`src/rtl/spi_regbank.sv`:
```
module spi_regbank #(
  parameter logic [31:0] ID_WORD = 32'h1156_0400,
  parameter int          SYNC_W  = 3
) (
  input  logic        clk,
  input  logic        rst_n,
  input  logic        spi_csn,
  input  logic        spi_sclk,
  input  logic        spi_mosi,
  output logic        spi_miso,
  output logic        ext_reset_req,
  output logic [63:0] aux_cfg,
  output logic [31:0] trim_word,
  output logic [2:0]  src_sel_a,
  output logic [2:0]  src_sel_b,
  output logic [4:0]  div_value
);
  localparam int         FIRST_RW = 4;
  localparam int         LAST_REG = 18;
  localparam int         RST_REG  = 11;
  localparam logic [7:0] CMD_RD   = 8'h40;
  localparam logic [7:0] CMD_WR   = 8'h80;

  typedef enum logic [1:0] {PH_CMD, PH_ADDR, PH_DATA} phase_t;

  function automatic logic [7:0] rst_val(int i);
    case (i)
      8:  return 8'h02;
      9:  return 8'h01;
      13: return 8'hff;
      14: return 8'hef;
      15: return 8'hff;
      16: return 8'h03;
      17: return 8'h12;
      18: return 8'h04;
      default: return 8'h00;
    endcase
  endfunction

  function automatic logic [7:0] wr_mask(int i);
    case (i)
      RST_REG: return 8'h01;
      17:      return 8'h3f;
      18:      return 8'h1f;
      default: return 8'hff;
    endcase
  endfunction

  logic [SYNC_W-1:0] csn_q, sclk_q, mosi_q;

  always_ff @(posedge clk or negedge rst_n)
    if (!rst_n) begin
      csn_q  <= '1;
      sclk_q <= '0;
      mosi_q <= '0;
    end else begin
      csn_q  <= {csn_q[SYNC_W-2:0], spi_csn};
      sclk_q <= {sclk_q[SYNC_W-2:0], spi_sclk};
      mosi_q <= {mosi_q[SYNC_W-2:0], spi_mosi};
    end

  logic cs_act, sclk_rise, sclk_fall, mosi_bit;
  assign cs_act    = ~csn_q[SYNC_W-2];
  assign sclk_rise = sclk_q[SYNC_W-2] & ~sclk_q[SYNC_W-1];
  assign sclk_fall = ~sclk_q[SYNC_W-2] & sclk_q[SYNC_W-1];
  assign mosi_bit  = mosi_q[SYNC_W-2];

  phase_t      phase;
  logic        rd_mode, wr_mode;
  logic [2:0]  bit_cnt;
  logic [6:0]  sh_in;
  logic [7:0]  sh_out, addr, rx_byte, rd_addr, rd_data;
  logic        byte_done, wr_stb;
  logic [7:0]  regs [FIRST_RW:LAST_REG];

  assign rx_byte   = {sh_in, mosi_bit};
  assign byte_done = cs_act & sclk_rise & (bit_cnt == 3'd7);
  assign wr_stb    = byte_done & (phase == PH_DATA) & wr_mode;
  assign rd_addr   = (phase == PH_ADDR) ? rx_byte : addr + 8'd1;

  always_comb begin
    rd_data = 8'h00;
    for (int i = 0; i < FIRST_RW; i++)
      if (rd_addr == 8'(i)) rd_data = ID_WORD[8*i +: 8];
    for (int i = FIRST_RW; i <= LAST_REG; i++)
      if (rd_addr == 8'(i)) rd_data = regs[i];
  end

  always_ff @(posedge clk or negedge rst_n)
    if (!rst_n) begin
      phase   <= PH_CMD;
      rd_mode <= 1'b0;
      wr_mode <= 1'b0;
      bit_cnt <= '0;
      sh_in   <= '0;
      sh_out  <= '0;
      addr    <= '0;
    end else if (!cs_act) begin
      phase   <= PH_CMD;
      rd_mode <= 1'b0;
      wr_mode <= 1'b0;
      bit_cnt <= '0;
      sh_out  <= '0;
    end else if (sclk_rise) begin
      bit_cnt <= bit_cnt + 3'd1;
      sh_in   <= rx_byte[6:0];
      if (bit_cnt == 3'd7) begin
        case (phase)
          PH_CMD: begin
            rd_mode <= (rx_byte == CMD_RD);
            wr_mode <= (rx_byte == CMD_WR);
            phase   <= PH_ADDR;
          end
          PH_ADDR: begin
            addr  <= rx_byte;
            phase <= PH_DATA;
            if (rd_mode) sh_out <= rd_data;
          end
          default: begin
            addr <= addr + 8'd1;
            if (rd_mode) sh_out <= rd_data;
          end
        endcase
      end
    end else if (sclk_fall && bit_cnt != 3'd0) begin
      sh_out <= {sh_out[6:0], 1'b0};
    end

  for (genvar g = FIRST_RW; g <= LAST_REG; g++) begin : g_reg
    always_ff @(posedge clk or negedge rst_n)
      if (!rst_n)
        regs[g] <= rst_val(g);
      else if (wr_stb && addr == 8'(g))
        regs[g] <= rx_byte & wr_mask(g);
  end

  for (genvar g = 0; g < 7; g++) begin : g_aux
    assign aux_cfg[8*g +: 8] = regs[FIRST_RW + g];
  end
  assign aux_cfg[63:56] = regs[12];

  assign spi_miso      = sh_out[7];
  assign ext_reset_req = regs[RST_REG][0];
  assign trim_word     = {regs[13], regs[14], regs[15], regs[16]};
  assign src_sel_a     = regs[17][2:0];
  assign src_sel_b     = regs[17][5:3];
  assign div_value     = regs[18][4:0];
endmodule

```
`config.mk`:
```
export PLATFORM = sky130hd
export DESIGN_NAME = spi_regbank
export DESIGN_NICKNAME = d
export VERILOG_FILES = /design/src/rtl/spi_regbank.sv
export SDC_FILE = /design/constraint.sdc
export NUM_CORES = 1
export LEC_CHECK = 0
export CORE_MARGIN = 8
export CORE_UTILIZATION = 30
export CTS_BUF_LIST = sky130_fd_sc_hd__clkbuf_4 sky130_fd_sc_hd__clkbuf_8
export DETAILED_ROUTE_END_ITERATION = 16
export PLACE_DENSITY = 0.58
export SYNTH_ARGS = -nofsm -noshare
export SYNTH_HDL_FRONTEND = slang
export SYNTH_SLANG_ARGS = --single-unit
```
`constraint.sdc`:
```
create_clock -name clk -period 3.1 [get_ports clk]
set_input_delay 0.31 -clock clk [delete_from_list [all_inputs] [get_ports clk]]
set_output_delay 0.31 -clock clk [all_outputs]
set_load 0.1 [all_outputs]
```
==> impl_metrics.json, run 1 <==
{
  "status": "completed",
  "clk_transition_reported_paths_ns": 0.09,
  "ios": 114,
  "core_um2": 24100,
  "antenna_found_initial": 0,
  "syn_area_um2": 7300,
  "critPathMaxStageDelay_ns": 0.65,
  "fin_area_um2": 9340,
  "max-clock-path-buffers": 2,
  "period_share": 0.951,
  "crit_chain": "nand3_1, xnor2_1, mux2i_1, nand3_1, nor2_1, a211oi_1, and3_1, a41oi_1",
  "rrSetupSlack_ns": 0.15,
  "period_needed_ns": 2.95,
  "critPathArrivalTime_ns": 3.31,
  "num_vias": 6407,
  "hpwl_mm": 20.7,
  "drt-initial-drc-count": 596,
  "routabilityCongestion": 0.925,
  "grt-busiest-layer": "met2",
  "grt_usage": 0.192,
  "max_freq_mhz": 339,
  "synth_cells": 691,
  "tightest_slew_ns": 0.982,
  "placed_area_um2": 8850,
  "clock_sinks": 145,
  "finClkSkew_ns": 0.0179,
  "hold_path_class": "in -> reg",
  "setup_tns_ns": 0,
  "cts_max_level": 4,
  "drt-vias-per-instance": 5.43,
  "regToRegStartpoint": "addr[2]",
  "final_layout_size_suffix_gt1_frac": 0.400,
  "hold_path.startpoint": "spi_csn",
  "critPathKind": "reg -> reg",
  "cpMostUsedCell": "nand3_1",
  "clock-root-buffer": "clkbuf_8",
  "slew_viol_final": 0,
  "ys_async_sr_fraction": 1.00,
  "grt_use_met1": 0.263,
  "grt_pass1_vias": 6459,
  "cts_tree": "built",
  "slew_headroom": 0.343,
  "routed_wire_length_per_instance_um": 23.7,
  "synth_flop_cell": "dfrtp_1",
  "cts_buffers": 17,
  "avgSynthCellArea_um2": 10.6,
  "cp-startpoint": "addr[2]",
  "critPathMaxFanout": 11,
  "place.port_buffers": 113,
  "cap_viol_max_count": 0,
  "nNetsFinal": 854,
  "peakVddDrop_mv": 0.186,
  "holdWs_ns": 0.274,
  "power.density_nw_per_um2": 415,
  "clk_latency_ns": 0.46,
  "start_util": 0.303,
  "met2_usage": 0.297,
  "fp-row-count": 57,
  "die_area_um2": 29600,
  "setup_slack_ns": 0.153,
  "area_growth_pct": 27.8,
  "ant_nets": 0,
  "ys_seq_area_frac": 0.502,
  "synth-edff-count": 0,
  "grt_max_degree": 76,
  "post-route-util": 0.387,
  "die_x_um": 172,
  "dr.pass1.iters": 5,
  "p_leak_nw": 4.35,
  "slowest_stage": "dfrtp_1",
  "synth.net_count": 703,
  "setup_viol": 0,
  "final-hold-violation-count": 0,
  "die_y_um": 172,
  "grt_pass1_wl_mm": 42.1,
  "drcViolationCount": 0,
  "place_worst_setup_slack_ns": -0.201,
  "yosysWarningCount": 0,
  "required_ns": 3.47,
  "drt-total-wl_mm": 28.0,
  "grt-ovfl-total": 0,
  "rsz0062_at_grt": "true",
  "met3_usage": 0.0447,
  "n_antenna_cell": 0,
  "crit_path_end_kind": "flop",
  "yosysUniqueCellTypes": 65,
  "cp-start-kind": "flop",
  "synth_seq_cells": 145
}
-- final timing paths --
path / to / cells after the start
max in group asynchronous: aux_cfg[33] / 3
setup / recovery: sh_out[3] / 8
hold reg to reg: mosi_q[1] / 0
min in group asynchronous: mosi_q[0] / 2
setup reg to reg: sh_out[3] / 8
hold / removal: csn_q[0] / 1
-- layer usage --
layer | routed length, µm | part of all wire
met3 | 1900 | 0.068
met1 | 12700 | 0.45
met2 | 12900 | 0.46
met5 | 0 | 0
met4 | 529 | 0.019
-- power breakdown --
part | internal (mW) | leakage (nW) | switching [mW]
clock network | 0.776 | 0.209 | 0.819
registers | 1.92 | 1.89 | 0.0481
logic | 0.0802 | 2.25 | 0.225
-- registers in the layout, summed over array words and instances (netlist names) --
name           flops
addr               8
aux_cfg           64
bit_cnt            3
csn_q              2
div_value          5
ext_reset_req      1
mosi_q             2
phase              2
rd_mode            1
sclk_q             3
sh_in              7
sh_out             8
src_sel_a          3
src_sel_b          3
trim_word         32
wr_mode            1
-- what timing repair did --
item	in CTS	in global routing
endpoints found under the hold margin	66	0
gates resized for setup	2	10
setup endpoints to repair	1	8
pin swaps	0	1
buffers inserted	0	2
hold buffers	1	0
-- final cells by class --
class	instances	area, µm²
timing repair buffer	169	1310
tap	324	405
fill	2443	14800
sequential	145	3670
multi-input combinational	500	3510
clock inverter	12	148
clock buffer	20	263
inverter	9	33.8
-- cells by family after synthesis --
group                    synth area share
multiplexers                        0.144
AND/OR/NAND/NOR                     0.140
XOR/XNOR                          0.00599
adder cells (fa/ha/maj)            0.0120
AO/OA/AOI/OAI                       0.170
buffers and inverters              0.0259
flip-flops                          0.502
-- stage by stage --
stage / cells / power (mW)
global route: 1179 / 4.01
global placement: 1144 / 2.31
floorplan: 691 / 2.12
CTS: 1177 / 3.91
detailed placement: 1144 / 2.31
finish: 1179 / 3.87
-- cells in the final DEF, fill, tap and decap left out, types with 4 or more instances in the layout --
cell type,count
buf_4,161
dfrtp_1,113
nand2_1,104
mux2_2,91
o21ai_0,45
nor2_1,32
dfstp_2,32
a21oi_1,25
nand3_1,19
clkbuf_8,18
o22ai_1,12
inv_1,9
a31oi_1,9
and3_1,8
nor3_1,8
o22a_1,7
a221oi_1,7
nand2b_1,6
a22oi_1,6
a211oi_1,6
ha_1,6
or3_1,5
o221ai_1,5
a221o_1,5
nor2b_1,4
o31ai_1,4
o21a_1,4
or2_2,4
nor3_2,4
nor4_1,4
a32o_1,4
clkdlybuf4s50_1,4
-- cell usage after synthesis, types with 4 or more instances --
cell type	n	share of area
buf_2	13	0.0089
o221ai_1	5	0.0060
dfrtp_1	113	0.39
and3_1	8	0.0069
a211oi_1	6	0.0062
a221o_1	5	0.0069
o31ai_1	4	0.0041
nor4_1	6	0.0051
o22ai_1	12	0.010
nor2_1	34	0.017
nor2b_1	4	0.0034
a21oi_1	25	0.017
or3_1	5	0.0043
o22a_1	7	0.0084
a22oi_1	6	0.0062
a31oi_1	9	0.0077
dfstp_2	32	0.12
o21ai_0	45	0.031
a32o_1	4	0.0055
nand2_1	104	0.053
xnor2_1	4	0.0048
a221oi_1	7	0.0084
nand2b_1	6	0.0051
inv_1	9	0.0046
or2_2	4	0.0034
clkbuf_1	24	0.012
nand3_1	19	0.013
mux2_2	91	0.14
o21a_1	4	0.0041
ha_1	7	0.012
nor3_1	10	0.0069
-- critical path: cells and delay by family (launching register included) --
family | cells | cell delay, ns
AOI/OAI and AO/OA | 2 | 0.33
DFF | 1 | 0.65
and+or+nand+nor | 4 | 1.05
muxes | 1 | 0.60
xor gates and xnor gates | 1 | 0.22
Power figures use the tool's default switching activity.
==> inputs of run 2 (changes only) <==
==> constraint.sdc (replaced) <==
create_clock -name clk -period 2.74 [get_ports clk]
set_input_delay 0.274 -clock clk [delete_from_list [all_inputs] [get_ports clk]]
set_output_delay 0.274 -clock clk [all_outputs]
set_load 0.1 [all_outputs]
==> impl_metrics.json, run 2 (synthesized netlist as in run 1, its figures left out) <==
{
  "status": "completed",
  "reg2reg_to": "sh_out[4]",
  "drt-vias-per-instance": 5.34,
  "slew_headroom": 0.603,
  "clock-root-buffer": "clkbuf_8",
  "cts_tree": "built",
  "setup_slack_ns": 0.0645,
  "core_um2": 24100,
  "clock_sinks": 145,
  "fp-row-count": 57,
  "reg2reg_depth": 10,
  "drcViolationCount": 0,
  "hpwl_mm": 21.1,
  "place_worst_setup_slack_ns": -0.179,
  "period_needed_ns": 2.68,
  "slowest_stage": "dfrtp_2",
  "place.port_buffers": 113,
  "max-clock-path-buffers": 2,
  "clk_latency_ns": 0.47,
  "crit_end": "sh_out[4]",
  "drt-initial-drc-count": 539,
  "crit_path_end_kind": "flop",
  "holdWs_ns": 0.202,
  "num_vias": 6524,
  "nNetsFinal": 897,
  "largest_reg_flops": 64,
  "post-route-util": 0.407,
  "routed_wire_length_per_instance_um": 23.0,
  "rrSetupSlack_ns": 0.06,
  "die_area_um2": 29600,
  "critPathMaxStageDelay_ns": 0.46,
  "cap_viol_max_count": 0,
  "tightest_slew_ns": 0.595,
  "ios": 114,
  "cts_buffers": 17,
  "final_layout_size_suffix_gt1_frac": 0.463,
  "fin_total_pwr_mw": 4.35,
  "instances_no_fill": 1222,
  "grt_usage": 0.193,
  "fin_area_um2": 9820,
  "hold_path_class": "in -> reg",
  "grt_max_degree": 62,
  "grt-ovfl-total": 0,
  "die_y_um": 172,
  "max_freq_mhz": 374,
  "cp_top_family": "compound AO/OA/AOI/OAI gates",
  "setup_viol": 0,
  "period_share": 0.976,
  "slew_viol_final": 0,
  "clk_transition_reported_paths_ns": 0.09,
  "rsz0062_at_grt": "true",
  "critPathKind": "reg -> reg",
  "final-hold-violation-count": 0,
  "cp_num_cells": 10,
  "ant_nets": 0,
  "mostFrequentLayoutCell": "buf_4",
  "required_ns": 3.08,
  "final_cell_mix": "buf_4 (203), dfrtp_1 (110), nand2_1 (97)",
  "dr.pass1.iters": 6,
  "power.density_nw_per_um2": 443,
  "crit_chain": "ha_4, and4_1, o21a_1, nor2_1, nor2_4, buf_4, a22oi_1, o21ai_1, a2111oi_0, o22ai_1",
  "die_x_um": 172,
  "n_antenna_cell": 0,
  "regToRegStartpoint": "addr[1]",
  "grt_pass1_wl_mm": 42.6,
  "critPathMaxFanout": 8,
  "cp-startpoint": "addr[1]",
  "setup_tns_ns": 0,
  "routabilityCongestion": 0.945,
  "cts_max_level": 4,
  "drt-total-wl_mm": 28.2,
  "place_inst": 1186,
  "start_util": 0.303,
  "placed_area_um2": 9170,
  "cp-start-kind": "flop",
  "p_leak_nw": 4.57,
  "critPathArrivalTime_ns": 3.02,
  "peakVddDrop_mv": 0.241,
  "grt_pass1_vias": 6601,
  "finClkSkew_ns": 0.0187,
  "path_buf_inv": 1,
  "area_growth_pct": 34.4,
  "antenna_found_initial": 1
}
==> run 2: cell count changes in the layout (fill, tap and decap cells not counted), moves of 3 or more <==
cell and delta:
a211oi_1 -3, a211oi_2 +3, buf_4 +42, clkinv_4 -3, dfrtp_1 -3, dfrtp_2 +3, nand2_1 -7, nand2_2 +7
==> run 2: worst reg2reg max path, delay by kind of cell, from the launching register on <==
kind,cells,cell delay [ns]
compound gates,5,1.10
simple gates,3,0.61
flops,1,0.46
fa+ha+maj,1,0.22
buf+inv,1,0.16
==> run 2: cell type report <==
| class | count | area [µm²] |
|---|---|---|
| sequential | 145 | 3670 |
| inverter | 9 | 33.8 |
| clock inverter | 13 | 139 |
| multi-input combinational | 500 | 3660 |
| clock buffer | 19 | 262 |
| fill | 2393 | 14300 |
| tap | 324 | 405 |
| timing repair buffer | 212 | 1650 |
==> run 2: timing repair <==
item / in CTS / in global routing
hold buffers: 1 / 0
buffers inserted: 2 / 1
setup endpoints to repair: 22 / 56
hold endpoints to repair: 57 / 0
pin swaps: 1 / 5
resized for setup: 7 / 40
==> run 2: worst min path at each step <==
| stage | cells past startpoint | end | startpoint | slack [ns] |
|---|---|---|---|---|
| 2_1_floorplan | 0 | addr[0] | rst_n | -0.02 |
| 3_3_place_gp | 1 | mosi_q[0] | rst_n | 0.30 |
| 3_5_place_dp | 1 | mosi_q[0] | rst_n | 0.30 |
| 4_1_cts | 1 | csn_q[0] | spi_csn | 0.20 |
| 5_1_grt | 1 | csn_q[0] | spi_csn | 0.21 |
| 6_report | 1 | csn_q[0] | spi_csn | 0.20 |
==> run 2: routing by layer <==
| metal | wire (µm) | global-route usage | vias to the layer above |
|---|---|---|---|
| met1 | 12800 | 0.264 | 3301 |
| met5 | 0 | 0 | - |
| met2 | 13000 | 0.302 | 236 |
| met3 | 1800 | 0.0404 | 35 |
| met4 | 525 | 0.0562 | 0 |
| li1 | - | - | 2952 |
==> run 2: where the power goes <==
part	leakage, nW	total [mW]	switching [mW]	internal (mW)
registers	1.88	2.22	0.0451	2.18
clock network	0.202	1.77	0.963	0.803
logic	2.48	0.359	0.268	0.0914
